===== config.mk =====
export PLATFORM = sky130hd
export DESIGN_NAME = beacon_timebase
export DESIGN_NICKNAME = d
export VERILOG_FILES = /design/src/rtl/tbase_pkg.sv /design/src/rtl/tbase_counter.sv /design/src/rtl/tbase_beacon.sv /design/src/rtl/tbase_trigger.sv /design/src/rtl/beacon_timebase.sv
export SDC_FILE = /design/constraint.sdc
export NUM_CORES = 2
export LEC_CHECK = 0
export BUFFER_PORTS_ARGS = -buffer_cell sky130_fd_sc_hd__buf_2
export CORE_ASPECT_RATIO = 0.6
export CORE_MARGIN = 2
export CORE_UTILIZATION = 45
export CTS_CLUSTER_DIAMETER = 80
export CTS_CLUSTER_SIZE = 14
export DETAILED_ROUTE_END_ITERATION = 8
export GPL_TIMING_DRIVEN = 0
export HOLD_SLACK_MARGIN = 0.06
export PLACE_DENSITY_LB_ADDON = 0.1
export SYNTH_ARGS = -nofsm -noshare
export SYNTH_HDL_FRONTEND = slang
export SYNTH_SLANG_ARGS = --single-unit

===== constraint.sdc =====
create_clock -name clk -period 19 [get_ports clk]
set_input_delay 3.8 -clock clk [delete_from_list [all_inputs] [get_ports clk]]
set_output_delay 3.8 -clock clk [all_outputs]
set_load 0.02 [all_outputs]

===== src/rtl/tbase_pkg.sv =====
package tbase_pkg;
  localparam int CNT_W     = 64;
  localparam int HALF_W    = CNT_W / 2;
  localparam int FRAC_W    = 5;
  localparam int TW        = CNT_W + FRAC_W;
  localparam int PEND_W    = 40;
  localparam int PF_W      = 10;
  localparam int PPM_W     = 16;
  localparam int ONE_US    = 2 ** FRAC_W;
  localparam int DRIFT_LIM = 1000000 / ONE_US;
  localparam int ACC_W     = 17;

  typedef struct packed {
    logic [ACC_W-1:0] acc;
    logic [1:0]       du;
  } drift_res_t;

  // Clamp a raw ppm word so one tick never owes more than one unit.
  function automatic logic [PPM_W-1:0] sat_ppm(input logic [PPM_W-1:0] w);
    logic signed [PPM_W-1:0] s;
    logic signed [PPM_W-1:0] lim;
    s   = $signed(w);
    lim = $signed(PPM_W'(DRIFT_LIM - 1));
    if (s > lim)       return lim;
    else if (s < -lim) return -lim;
    else               return w;
  endfunction

  // Advance the drift accumulator by one tick; report the unit owed.
  function automatic drift_res_t drift_step(input logic signed [ACC_W-1:0] acc,
                                            input logic signed [PPM_W-1:0] ppm);
    localparam logic signed [ACC_W:0] LIM_S = DRIFT_LIM;
    logic signed [ACC_W:0] s;
    drift_res_t r;
    s = (ACC_W+1)'(acc) + (ACC_W+1)'(ppm);
    if (s >= LIM_S) begin
      r.acc = ACC_W'(s - LIM_S);
      r.du  = 2'b01;
    end else if (s <= -LIM_S) begin
      r.acc = ACC_W'(s + LIM_S);
      r.du  = 2'b11;
    end else begin
      r.acc = ACC_W'(s);
      r.du  = 2'b00;
    end
    return r;
  endfunction

  // New {us,frac} after one running tick with corrections folded in.
  function automatic logic [TW-1:0] advance(input logic [TW-1:0] cur,
                                            input logic signed [1:0] du,
                                            input logic signed [PEND_W-1:0] pint,
                                            input logic [PF_W-1:0] pfrac);
    logic [TW-1:0] d;
    d = (TW'(pint) << FRAC_W) + TW'(du) + TW'(pfrac) + TW'(ONE_US);
    return cur + d;
  endfunction
endpackage


===== src/rtl/tbase_counter.sv =====
module tbase_counter
  import tbase_pkg::*;
(
  input  logic                     clk,
  input  logic                     rst_n,
  input  logic                     run_i,
  input  logic                     tick_i,
  input  logic                     ld_lo_i,
  input  logic                     ld_hi_i,
  input  logic [HALF_W-1:0]        ld_data_i,
  input  logic signed [PPM_W-1:0]  drift_i,
  input  logic signed [PEND_W-1:0] add_int_i,
  input  logic [FRAC_W-1:0]        add_frac_i,
  output logic [CNT_W-1:0]         us_o,
  output logic [FRAC_W-1:0]        frac_o
);
  logic signed [PEND_W-1:0] pend_int, comb_int;
  logic [PF_W-1:0]          pend_frac, comb_frac;
  logic signed [ACC_W-1:0]  acc;
  drift_res_t               dres;
  logic                     apply;
  logic [TW-1:0]            next_t;

  assign apply     = run_i && tick_i;
  assign comb_int  = pend_int + add_int_i;
  assign comb_frac = pend_frac + PF_W'(add_frac_i);
  assign dres      = drift_step(acc, drift_i);
  assign next_t    = advance({us_o, frac_o}, $signed(dres.du), comb_int, comb_frac);

  always_ff @(posedge clk or negedge rst_n) begin
    if (!rst_n) begin
      us_o      <= '0;
      frac_o    <= '0;
      pend_int  <= '0;
      pend_frac <= '0;
      acc       <= '0;
    end else if (apply) begin
      {us_o, frac_o} <= next_t;
      pend_int       <= '0;
      pend_frac      <= '0;
      acc            <= $signed(dres.acc);
    end else begin
      pend_int  <= comb_int;
      pend_frac <= comb_frac;
      if (ld_lo_i) begin
        us_o[HALF_W-1:0] <= ld_data_i;
        frac_o           <= '0;
      end
      if (ld_hi_i) us_o[CNT_W-1:HALF_W] <= ld_data_i;
    end
  end

  p_frozen_r2: assert property (@(posedge clk) disable iff (!rst_n)
    (!run_i && !ld_lo_i && !ld_hi_i) |=> ($stable(us_o) && $stable(frac_o)));

  p_plain_tick_r3: assert property (@(posedge clk) disable iff (!rst_n)
    (apply && comb_int == '0 && comb_frac == '0 && drift_i == '0)
      |=> (us_o == $past(us_o) + 64'd1 && $stable(frac_o)));

  p_pend_clear_r5: assert property (@(posedge clk) disable iff (!rst_n)
    apply |=> (pend_int == '0 && pend_frac == '0));

  p_acc_bound_r7: assert property (@(posedge clk) disable iff (!rst_n)
    (acc > -$signed((ACC_W)'(DRIFT_LIM)) && acc < $signed((ACC_W)'(DRIFT_LIM))));
endmodule


===== src/rtl/tbase_beacon.sv =====
module tbase_beacon
  import tbase_pkg::*;
(
  input  logic                     clk,
  input  logic                     rst_n,
  input  logic                     cap_i,
  input  logic [CNT_W-1:0]         now_i,
  input  logic                     valid_i,
  input  logic [CNT_W-1:0]         time_i,
  input  logic [HALF_W-1:0]        thr_i,
  output logic                     ok_o,
  output logic signed [PEND_W-1:0] diff_o,
  output logic                     acc_o,
  output logic                     rej_o
);
  logic [CNT_W-1:0]        cap;
  logic signed [CNT_W-1:0] diff;
  logic [CNT_W-1:0]        mag;

  assign diff   = $signed(time_i - cap);
  assign mag    = diff[CNT_W-1] ? CNT_W'(-diff) : CNT_W'(diff);
  assign ok_o   = valid_i && (mag <= CNT_W'(thr_i));
  assign diff_o = $signed(diff[PEND_W-1:0]);

  always_ff @(posedge clk or negedge rst_n) begin
    if (!rst_n) begin
      cap   <= '0;
      acc_o <= 1'b0;
      rej_o <= 1'b0;
    end else begin
      if (cap_i) cap <= now_i;
      acc_o <= ok_o;
      rej_o <= valid_i && !ok_o;
    end
  end

  p_excl_r8: assert property (@(posedge clk) disable iff (!rst_n)
    !(acc_o && rej_o));

  p_rej_src_r8: assert property (@(posedge clk) disable iff (!rst_n)
    $rose(rej_o) |-> $past(valid_i));
endmodule


===== src/rtl/tbase_trigger.sv =====
module tbase_trigger
  import tbase_pkg::*;
(
  input  logic             clk,
  input  logic             rst_n,
  input  logic             arm_i,
  input  logic             disarm_i,
  input  logic [CNT_W-1:0] trig_i,
  input  logic [CNT_W-1:0] now_i,
  output logic             fire_o
);
  logic armed, hit;

  assign hit = armed && (now_i >= trig_i);

  always_ff @(posedge clk or negedge rst_n) begin
    if (!rst_n) begin
      armed  <= 1'b0;
      fire_o <= 1'b0;
    end else begin
      fire_o <= hit;
      if (arm_i)         armed <= 1'b1;
      else if (disarm_i) armed <= 1'b0;
      else if (hit)      armed <= 1'b0;
    end
  end

  p_once_r9: assert property (@(posedge clk) disable iff (!rst_n)
    fire_o |-> (!armed || $past(arm_i)));
endmodule


===== src/rtl/beacon_timebase.sv =====
module beacon_timebase
  import tbase_pkg::*;
#(
  parameter logic [31:0] THR_RESET = 32'd100
) (
  input  logic        clk,
  input  logic        rst_n,
  input  logic        tick,
  input  logic        reg_wr,
  input  logic        reg_rd,
  input  logic [3:0]  reg_addr,
  input  logic [31:0] reg_wdata,
  output logic [31:0] reg_rdata,
  input  logic        bcn_capture,
  input  logic        bcn_valid,
  input  logic [63:0] bcn_time,
  output logic        bcn_accept,
  output logic        bcn_reject,
  output logic        slot_start,
  output logic [63:0] now_us
);
  localparam logic [3:0] A_TLO = 4'd0, A_THI = 4'd1, A_ADJ = 4'd2, A_FRC = 4'd3,
                         A_GLO = 4'd4, A_GHI = 4'd5, A_DRF = 4'd6, A_THR = 4'd7,
                         A_CTL = 4'd8;

  logic                     run;
  logic [HALF_W-1:0]        thr, shadow, trig_lo, trig_hi;
  logic signed [PPM_W-1:0]  drift;
  logic [FRAC_W-1:0]        frac;
  logic                     bcn_ok;
  logic signed [PEND_W-1:0] bcn_diff, add_int;
  logic [FRAC_W-1:0]        add_frac;
  logic                     wr_tlo, wr_thi, wr_adj, wr_frc, wr_glo, wr_ghi;

  assign wr_tlo = reg_wr && reg_addr == A_TLO && !run;
  assign wr_thi = reg_wr && reg_addr == A_THI && !run;
  assign wr_adj = reg_wr && reg_addr == A_ADJ;
  assign wr_frc = reg_wr && reg_addr == A_FRC;
  assign wr_glo = reg_wr && reg_addr == A_GLO;
  assign wr_ghi = reg_wr && reg_addr == A_GHI;

  assign add_int  = (wr_adj ? PEND_W'($signed(reg_wdata)) : '0) + (bcn_ok ? bcn_diff : '0);
  assign add_frac = wr_frc ? reg_wdata[FRAC_W-1:0] : '0;

  tbase_counter u_cnt (
    .clk(clk), .rst_n(rst_n), .run_i(run), .tick_i(tick),
    .ld_lo_i(wr_tlo), .ld_hi_i(wr_thi), .ld_data_i(reg_wdata),
    .drift_i(drift), .add_int_i(add_int), .add_frac_i(add_frac),
    .us_o(now_us), .frac_o(frac)
  );

  tbase_beacon u_bcn (
    .clk(clk), .rst_n(rst_n), .cap_i(bcn_capture), .now_i(now_us),
    .valid_i(bcn_valid), .time_i(bcn_time), .thr_i(thr),
    .ok_o(bcn_ok), .diff_o(bcn_diff), .acc_o(bcn_accept), .rej_o(bcn_reject)
  );

  tbase_trigger u_trg (
    .clk(clk), .rst_n(rst_n), .arm_i(wr_ghi), .disarm_i(wr_glo),
    .trig_i({trig_hi, trig_lo}), .now_i(now_us), .fire_o(slot_start)
  );

  always_ff @(posedge clk or negedge rst_n) begin
    if (!rst_n) begin
      run     <= 1'b0;
      thr     <= THR_RESET;
      drift   <= '0;
      shadow  <= '0;
      trig_lo <= '0;
      trig_hi <= '0;
    end else begin
      if (reg_rd && reg_addr == A_TLO) shadow <= now_us[CNT_W-1:HALF_W];
      if (reg_wr) begin
        case (reg_addr)
          A_CTL:   run     <= reg_wdata[0];
          A_THR:   thr     <= reg_wdata;
          A_DRF:   drift   <= $signed(sat_ppm(reg_wdata[PPM_W-1:0]));
          A_GLO:   trig_lo <= reg_wdata;
          A_GHI:   trig_hi <= reg_wdata;
          default: ;
        endcase
      end
    end
  end

  always_comb begin
    case (reg_addr)
      A_TLO:   reg_rdata = now_us[HALF_W-1:0];
      A_THI:   reg_rdata = shadow;
      A_FRC:   reg_rdata = 32'(frac);
      A_GLO:   reg_rdata = trig_lo;
      A_GHI:   reg_rdata = trig_hi;
      A_DRF:   reg_rdata = 32'(drift);
      A_THR:   reg_rdata = thr;
      A_CTL:   reg_rdata = {31'b0, run};
      default: reg_rdata = '0;
    endcase
  end

  p_shadow_r4: assert property (@(posedge clk) disable iff (!rst_n)
    (reg_rd && reg_addr == A_TLO) |=> (shadow == $past(now_us[CNT_W-1:HALF_W])));

  p_reject_quiet_r8: assert property (@(posedge clk) disable iff (!rst_n)
    bcn_reject |-> !bcn_accept);
endmodule


Yosys cells after proc, flatten, opt, wreduce, memory -nomap -nowiden
Cells that the tools add are included.
{ "totals": {"output_inout_bits": 99, "register_bits": 349, "word_cells": 86} }
{ "op_classes": {"mux": 19, "add_sub_neg": 12, "n_eq_ne": 8, "order_cmp": 6, "reduce_logical": 24} }
{ "op_table": {"columns": ["op", "n"], "rows": [
  ["32-bit case mux with 8 select lines", 1],
  ["64-bit two-way mux", 2],
  ["40-bit two-way mux", 3],
  ["40-bit adder", 2],
  ["69-bit by 10-bit adder with 69-bit output", 1],
  ["69-bit by 6-bit adder with 69-bit output, second input constant", 1],
  ["69-bit adder", 1],
  ["64-bit greater-or-equal comparator", 1],
  ["64-bit by 32-bit <= comparator with 1-bit output", 1],
  ["32-bit two-way mux", 2],
  ["64-bit negation", 1],
  ["64-bit subtractor", 1],
  ["45-bit by 2-bit adder with 46-bit output", 1],
  ["19-bit two-way mux", 2],
  ["16-bit two-way mux", 2],
  ["17-bit by 16-bit adder with 18-bit output", 1],
  ["18-bit by 16-bit greater-or-equal comparator with 1-bit output, second input constant", 1],
  ["18-bit by 16-bit <= comparator with 1-bit output, second input constant", 1],
  ["17-bit by 16-bit adder with 17-bit output, second input constant", 1],
  ["17-bit by 16-bit subtractor with 17-bit output, second input constant", 1],
  ["4-bit by 3-bit equality test with 1-bit output, second input constant", 4],
  ["16-bit greater-than comparator, second input constant", 1],
  ["16-bit < comparator, second input constant", 1],
  ["5-bit two-way mux", 3],
  ["12 further kinds", 33]
]} }

Logic depth before layout (Yosys ltp)
{ "depth": {"word_depth": 13, "depth_mapped": 82} }

Cells and area by module
Synthesis repeated with hierarchy kept, for this count alone.
{ "unflattened": {"hier_cells": 4671, "area_unflattened_um2": 38445.6} }
{ "by_module_without_submodules": {"columns": ["mod", "cells_each", "seq_area_each_um2", "area_per_inst_um2", "n_inst"], "rows": [
  ["tbase_counter", 1931, 3403.3, 16335.7, 1],
  ["tbase_beacon", 1576, 1651.6, 10979.3, 1],
  ["beacon_timebase", 925, 3632.2, 9451.6, 1],
  ["tbase_trigger", 239, 50.0, 1679.1, 1]
]} }

Worst setup path after synthesis
No wires, ideal clock.
{ "synth_path": {"kind": "input port to flip-flop", "from": "in bcn_time[44]", "to": "reg u_cnt.us_o[56]", "n_path_buf": 4, "t_required_ps": 18867, "arrival_time_ps": 18462, "path_stages": 77, "slack_ps": 405, "setup_ps": 133, "cell_sequence": "ha_1 buf_2 nand4_1 or2_2 or3_1 a2111oi_0 nor3b_1 o31ai_1 mux2i_1 and2_1 clkbuf_1 clkbuf_1 buf_1 a21oi_1 xnor2_1 ha_1 a21o_1 a21o_1 (+41 left out) ha_1 a21o_1 a21o_1 a21o_1 a21o_1 a21oi_1 o21ai_0 a221oi_1 o21ai_0 a311oi_1 nor4_1 o21ai_0 a21oi_1 a31oi_1 nor2_1 a41oi_1 xor2_1 o21ai_0"} }
{ "synth_between": {"elab_chain_cells": 13} }
{ "synth_rtl": {"columns": ["item", "line_no", "text"], "rows": [
  ["start: declaration", "beacon_timebase.sv:16", "input logic [63:0] bcn_time,"],
  ["64-bit subtractor *", "tbase_beacon.sv:20", "assign diff = $signed(time_i - cap);"],
  ["64-bit negation", "tbase_beacon.sv:21", "assign mag = diff[CNT_W-1] ? CNT_W'(-diff) : CNT_W'(diff);"],
  ["64-bit two-way mux *", "tbase_beacon.sv:21", null],
  ["64-bit by 32-bit <= comparator with 1-bit output *", "tbase_beacon.sv:22", "assign ok_o = valid_i && (mag <= CNT_W'(thr_i));"],
  ["1-bit logical AND *", "tbase_beacon.sv:22", null],
  ["40-bit two-way mux *", "beacon_timebase.sv:42", "assign add_int = (wr_adj ? PEND_W'($signed(reg_wdata)) : '0) + (bcn_ok ? bcn_diff : '0);"],
  ["40-bit adder *", "beacon_timebase.sv:42", null],
  ["40-bit adder *", "tbase_counter.sv:25", "assign comb_int = pend_int + add_int_i;"],
  ["45-bit by 2-bit adder with 46-bit output *", "tbase_pkg.sv:55", "d = (TW'(pint) << FRAC_W) + TW'(du) + TW'(pfrac) + TW'(ONE_US);"],
  ["69-bit by 10-bit adder with 69-bit output *", "tbase_pkg.sv:55", null],
  ["69-bit by 6-bit adder with 69-bit output *", "tbase_pkg.sv:55", null],
  ["69-bit adder *", "tbase_pkg.sv:56", "return cur + d;"],
  ["64-bit two-way mux *", "tbase_counter.sv:37", "end else if (apply) begin"],
  ["end signal: assignment", "tbase_counter.sv:38", "{us_o, frac_o} <= next_t;"],
  ["end signal: indexed assignment", "tbase_counter.sv:46", "us_o[HALF_W-1:0] <= ld_data_i;"],
  ["end signal: indexed assignment", "tbase_counter.sv:49", "if (ld_hi_i) us_o[CNT_W-1:HALF_W] <= ld_data_i;"],
  ["end: declaration", "tbase_counter.sv:14", "output logic [CNT_W-1:0] us_o,"]
]} }
Every way passes the cells marked *; elsewhere a longest branch is shown, timed or not.
A chain may end at the register's enable or synchronous reset.

Worst setup path in the final report
{ "layout_path": {"from": "in bcn_time[0]", "to": "reg u_cnt.us_o[58]"} }
{ "layout_between": {"elab_chain_cells": 13} }
{ "layout_rtl": {"columns": ["item", "line_no"], "rows": [
  ["64-bit subtractor *", "tbase_beacon.sv:20"],
  ["64-bit negation", "tbase_beacon.sv:21"],
  ["64-bit two-way mux", "tbase_beacon.sv:21"],
  ["64-bit by 32-bit <= comparator with 1-bit output", "tbase_beacon.sv:22"],
  ["1-bit logical AND", "tbase_beacon.sv:22"],
  ["40-bit two-way mux *", "beacon_timebase.sv:42"],
  ["40-bit adder *", "beacon_timebase.sv:42"],
  ["40-bit adder *", "tbase_counter.sv:25"],
  ["45-bit by 2-bit adder with 46-bit output *", "tbase_pkg.sv:55"],
  ["69-bit by 10-bit adder with 69-bit output *", "tbase_pkg.sv:55"],
  ["69-bit by 6-bit adder with 69-bit output *", "tbase_pkg.sv:55"],
  ["69-bit adder *", "tbase_pkg.sv:56"],
  ["64-bit two-way mux *", "tbase_counter.sv:37"]
]} }
Marked as above.

==> flow_summary.json <==
{
  "status": "finished clean",
  "start_kind": "input port",
  "dpl.hpwl_mm": 120,
  "pin_count": 206,
  "grt_antenna_before_repair": 11,
  "chipHeight_um": 222,
  "final_area_mm2": 0.0414,
  "post_dp_cell_area_mm2": 0.0381,
  "crit_path_max_incr_delay_ns": 0.92,
  "synthToLayoutAreaGrowth_pct": 16.2,
  "cpMostUsedCell": "buf_4",
  "clock_tree.root_cell": "clkbuf_16",
  "grt_max_degree": 108,
  "grt_pass1_vias": 31400,
  "pre_cts_ws_ns": -6.16,
  "synth_edf_count": 0,
  "via_count": 34600,
  "rr_worst_depth": 64,
  "hold_viol_final": 0,
  "die_area_mm2": 0.0816,
  "cp-endpoint": "u_cnt.us_o[58]",
  "cts.sinks": 349,
  "r2r_setup_slack_ns": 3.00,
  "setup_viol": 0,
  "cts_hold_buf": 0,
  "fin_crit_ns": 18.90,
  "clk_pin_slew_ns": 0.07,
  "ys_async_sr_fraction_pct": 100,
  "hold_path_class": "flop to flop",
  "timing.rr.end": "u_cnt.us_o[58]",
  "num_rows": 79,
  "routed_wl_mm": 151,
  "critPathArrivalTime_ns": 19.41,
  "syn-num-nets": 4830,
  "ant_nets": 0,
  "routabilityCongestion": 1.02,
  "grt_usage_pct": 35.9,
  "worstHoldStart": "u_cnt.acc[16]",
  "crit_path_end_kind": "flop",
  "synth_seq_cells": 349,
  "cp-startpoint": "bcn_time[0]",
  "final_common_cell": "ha_1",
  "path_depth": 66,
  "yosys.cell_types.count": 107,
  "seqCellArea_mm2": 0.00874,
  "slew-limit-headroom_pct": 9.68,
  "synth_top_area_cell": "dfrtp_1",
  "clk_latency_ns": 0.59,
  "cts_tree": "built",
  "ys_seq_area_share_pct": 24.5,
  "rsz0062_at_grt": "true",
  "drtIter0Drc": 4182,
  "critPathSlowestCell": "a21oi_1",
  "maxCapViolCount": 0,
  "nets": 5154,
  "drive_above_1_share_pct": 17.1,
  "cp_top_family": "compound AO/OA/AOI/OAI gates",
  "first_pass_iters": 8,
  "final_cell_mix": "426 x ha_1, 379 x nand2_1, 352 x inv_1",
  "cts_inserted_buffers": 34,
  "fin_skew_ns": 0.0215,
  "path_max_fanout": 9,
  "synth_area_mm2": 0.0357,
  "avgSynthCellArea_um2": 8.46,
  "ys_top_cells_by_area": "dfrtp_1 24%, ha_1 16%, mux2_2 4.4%",
  "via_per_inst": 6.16,
  "clk_path_buf_depth": 3,
  "r2r-start": "u_bcn.cap[0]",
  "h-tree-depth": 2,
  "core-area_mm2": 0.0780,
  "fmax_mhz": 52.9,
  "multi_input_area_mm2": 0.0262,
  "drcViolationCount": 0,
  "die_w_um": 367,
  "synth_cells": 4213,
  "crit_type": "input port to flop",
  "worst_pin_slew_ns": 1.35,
  "grt_remaining_overflow": 0,
  "io_buffers": 188,
  "path_buf_inv": 12,
  "ys.flop_type": "dfrtp_1",
  "initial_core_util_pct": 45.7,
  "drv_slew": 0,
  "synth_top_area_share_pct": 24.3,
  "yosysWarnings": 0,
  "fin_ws_ns": 0.0951,
  "finalCritPeriodShare_pct": 99.5,
  "wire_per_inst_um": 27.0,
  "finalSetupTns_ns": 0,
  "fill_cells": 7495,
  "grt_pass1_wl_mm": 217,
  "worstPathRequired_ns": 19.50
}
worst reg2reg max path, delay by kind of cell (launching register included):
family                   cells  cell delay, ns
AO/OA/AOI/OAI               28            7.73
XOR/XNOR                     3            0.46
adder cells (fa/ha/maj)      7            2.05
buffers and inverters       10            1.53
flip-flops                   1            0.43
AND/OR/NAND/NOR             16            3.74
registers in the layout (all words and copies together) (netlist names), 5 cells and up:
signal / count
drift: 16
shadow: 32
thr: 32
trig_hi: 32
trig_lo: 32
u_bcn.cap: 64
u_cnt.acc: 17
u_cnt.frac_o: 5
u_cnt.pend_frac: 10
u_cnt.pend_int: 40
u_cnt.us_o: 64
cells by family (layout without fill, tap and decap cells):
kind of cell	count (synthesis)	after routing	synth area share, %
buf+inv	528	865	5.76
xor+xnor	244	244	6.03
flops	349	349	24.5
mux	205	205	6.25
compound gates	1164	1164	21.1
fa+ha+maj	510	510	19.1
other cells	0	5	0
simple gates	1213	1213	17.3
layout make-up:
cell class | instances | share of cell area, %
multi-input combinational | 3336 | 63.3
buffer | 163 | 1.99
timing repair buffer | 297 | 4.64
clock inverter | 10 | 0.362
tap | 1053 | 3.18
antenna | 5 | 0.0302
sequential | 349 | 21.1
clock buffer | 39 | 2.20
inverter | 356 | 3.22
Yosys cell counts, types with 35 or more instances:
cell,count
a21o_1,136
a21oi_1,280
a22oi_1,67
and2_1,89
clkbuf_1,128
dfrtp_1,346
fa_1,55
ha_1,455
inv_1,356
mux2_2,140
mux2i_1,65
nand2_1,387
nand2b_1,54
nand3_1,75
nand4_1,89
nor2_1,194
nor2b_1,57
nor3_1,67
nor4_1,35
o21ai_0,308
o21bai_1,40
xnor2_1,165
xor2_1,78
layer usage:
metal  GRT usage [%]  vias to the layer above  share of wire (%)
met1            58.5                    16900                 50
met3            11.6                      136                 13
met4            5.14                       10                1.4
met5               0                        -              0.053
li1                -                    15800                  -
met2            44.7                     1699                 36
what timing repair did:
| action | in CTS | in global routing |
|---|---|---|
| buffers inserted | 52 | 50 |
| resized for setup | 156 | 158 |
| pin swaps | 49 | 114 |
| endpoints found under the setup margin | 48 | 33 |
| cloned | 0 | 1 |
stage by stage:
stage               utilization (%)  std cells  hold WS, ns
floorplan                         -       4213        0.443
global placement               48.6       5454        0.463
detailed placement             48.8       5460        0.465
CTS                            51.6       5558        0.480
global route                   53.1       5604        0.516
finish                         53.1       5608        0.474
how the worst min path moves through the flow:
stage	end	slack [ns]	depth (start not counted)
after floorplan	u_cnt.acc[16]	0.44	2
after global placement	u_cnt.acc[16]	0.46	2
after detailed placement	u_cnt.acc[16]	0.46	2
after CTS	u_cnt.acc[16]	0.48	2
after global routing	u_cnt.acc[6]	0.52	2
final	u_cnt.acc[16]	0.47	2
Power is not shown: default switching activity piles up to over one toggle a cycle in this logic, so the estimate is an artifact.
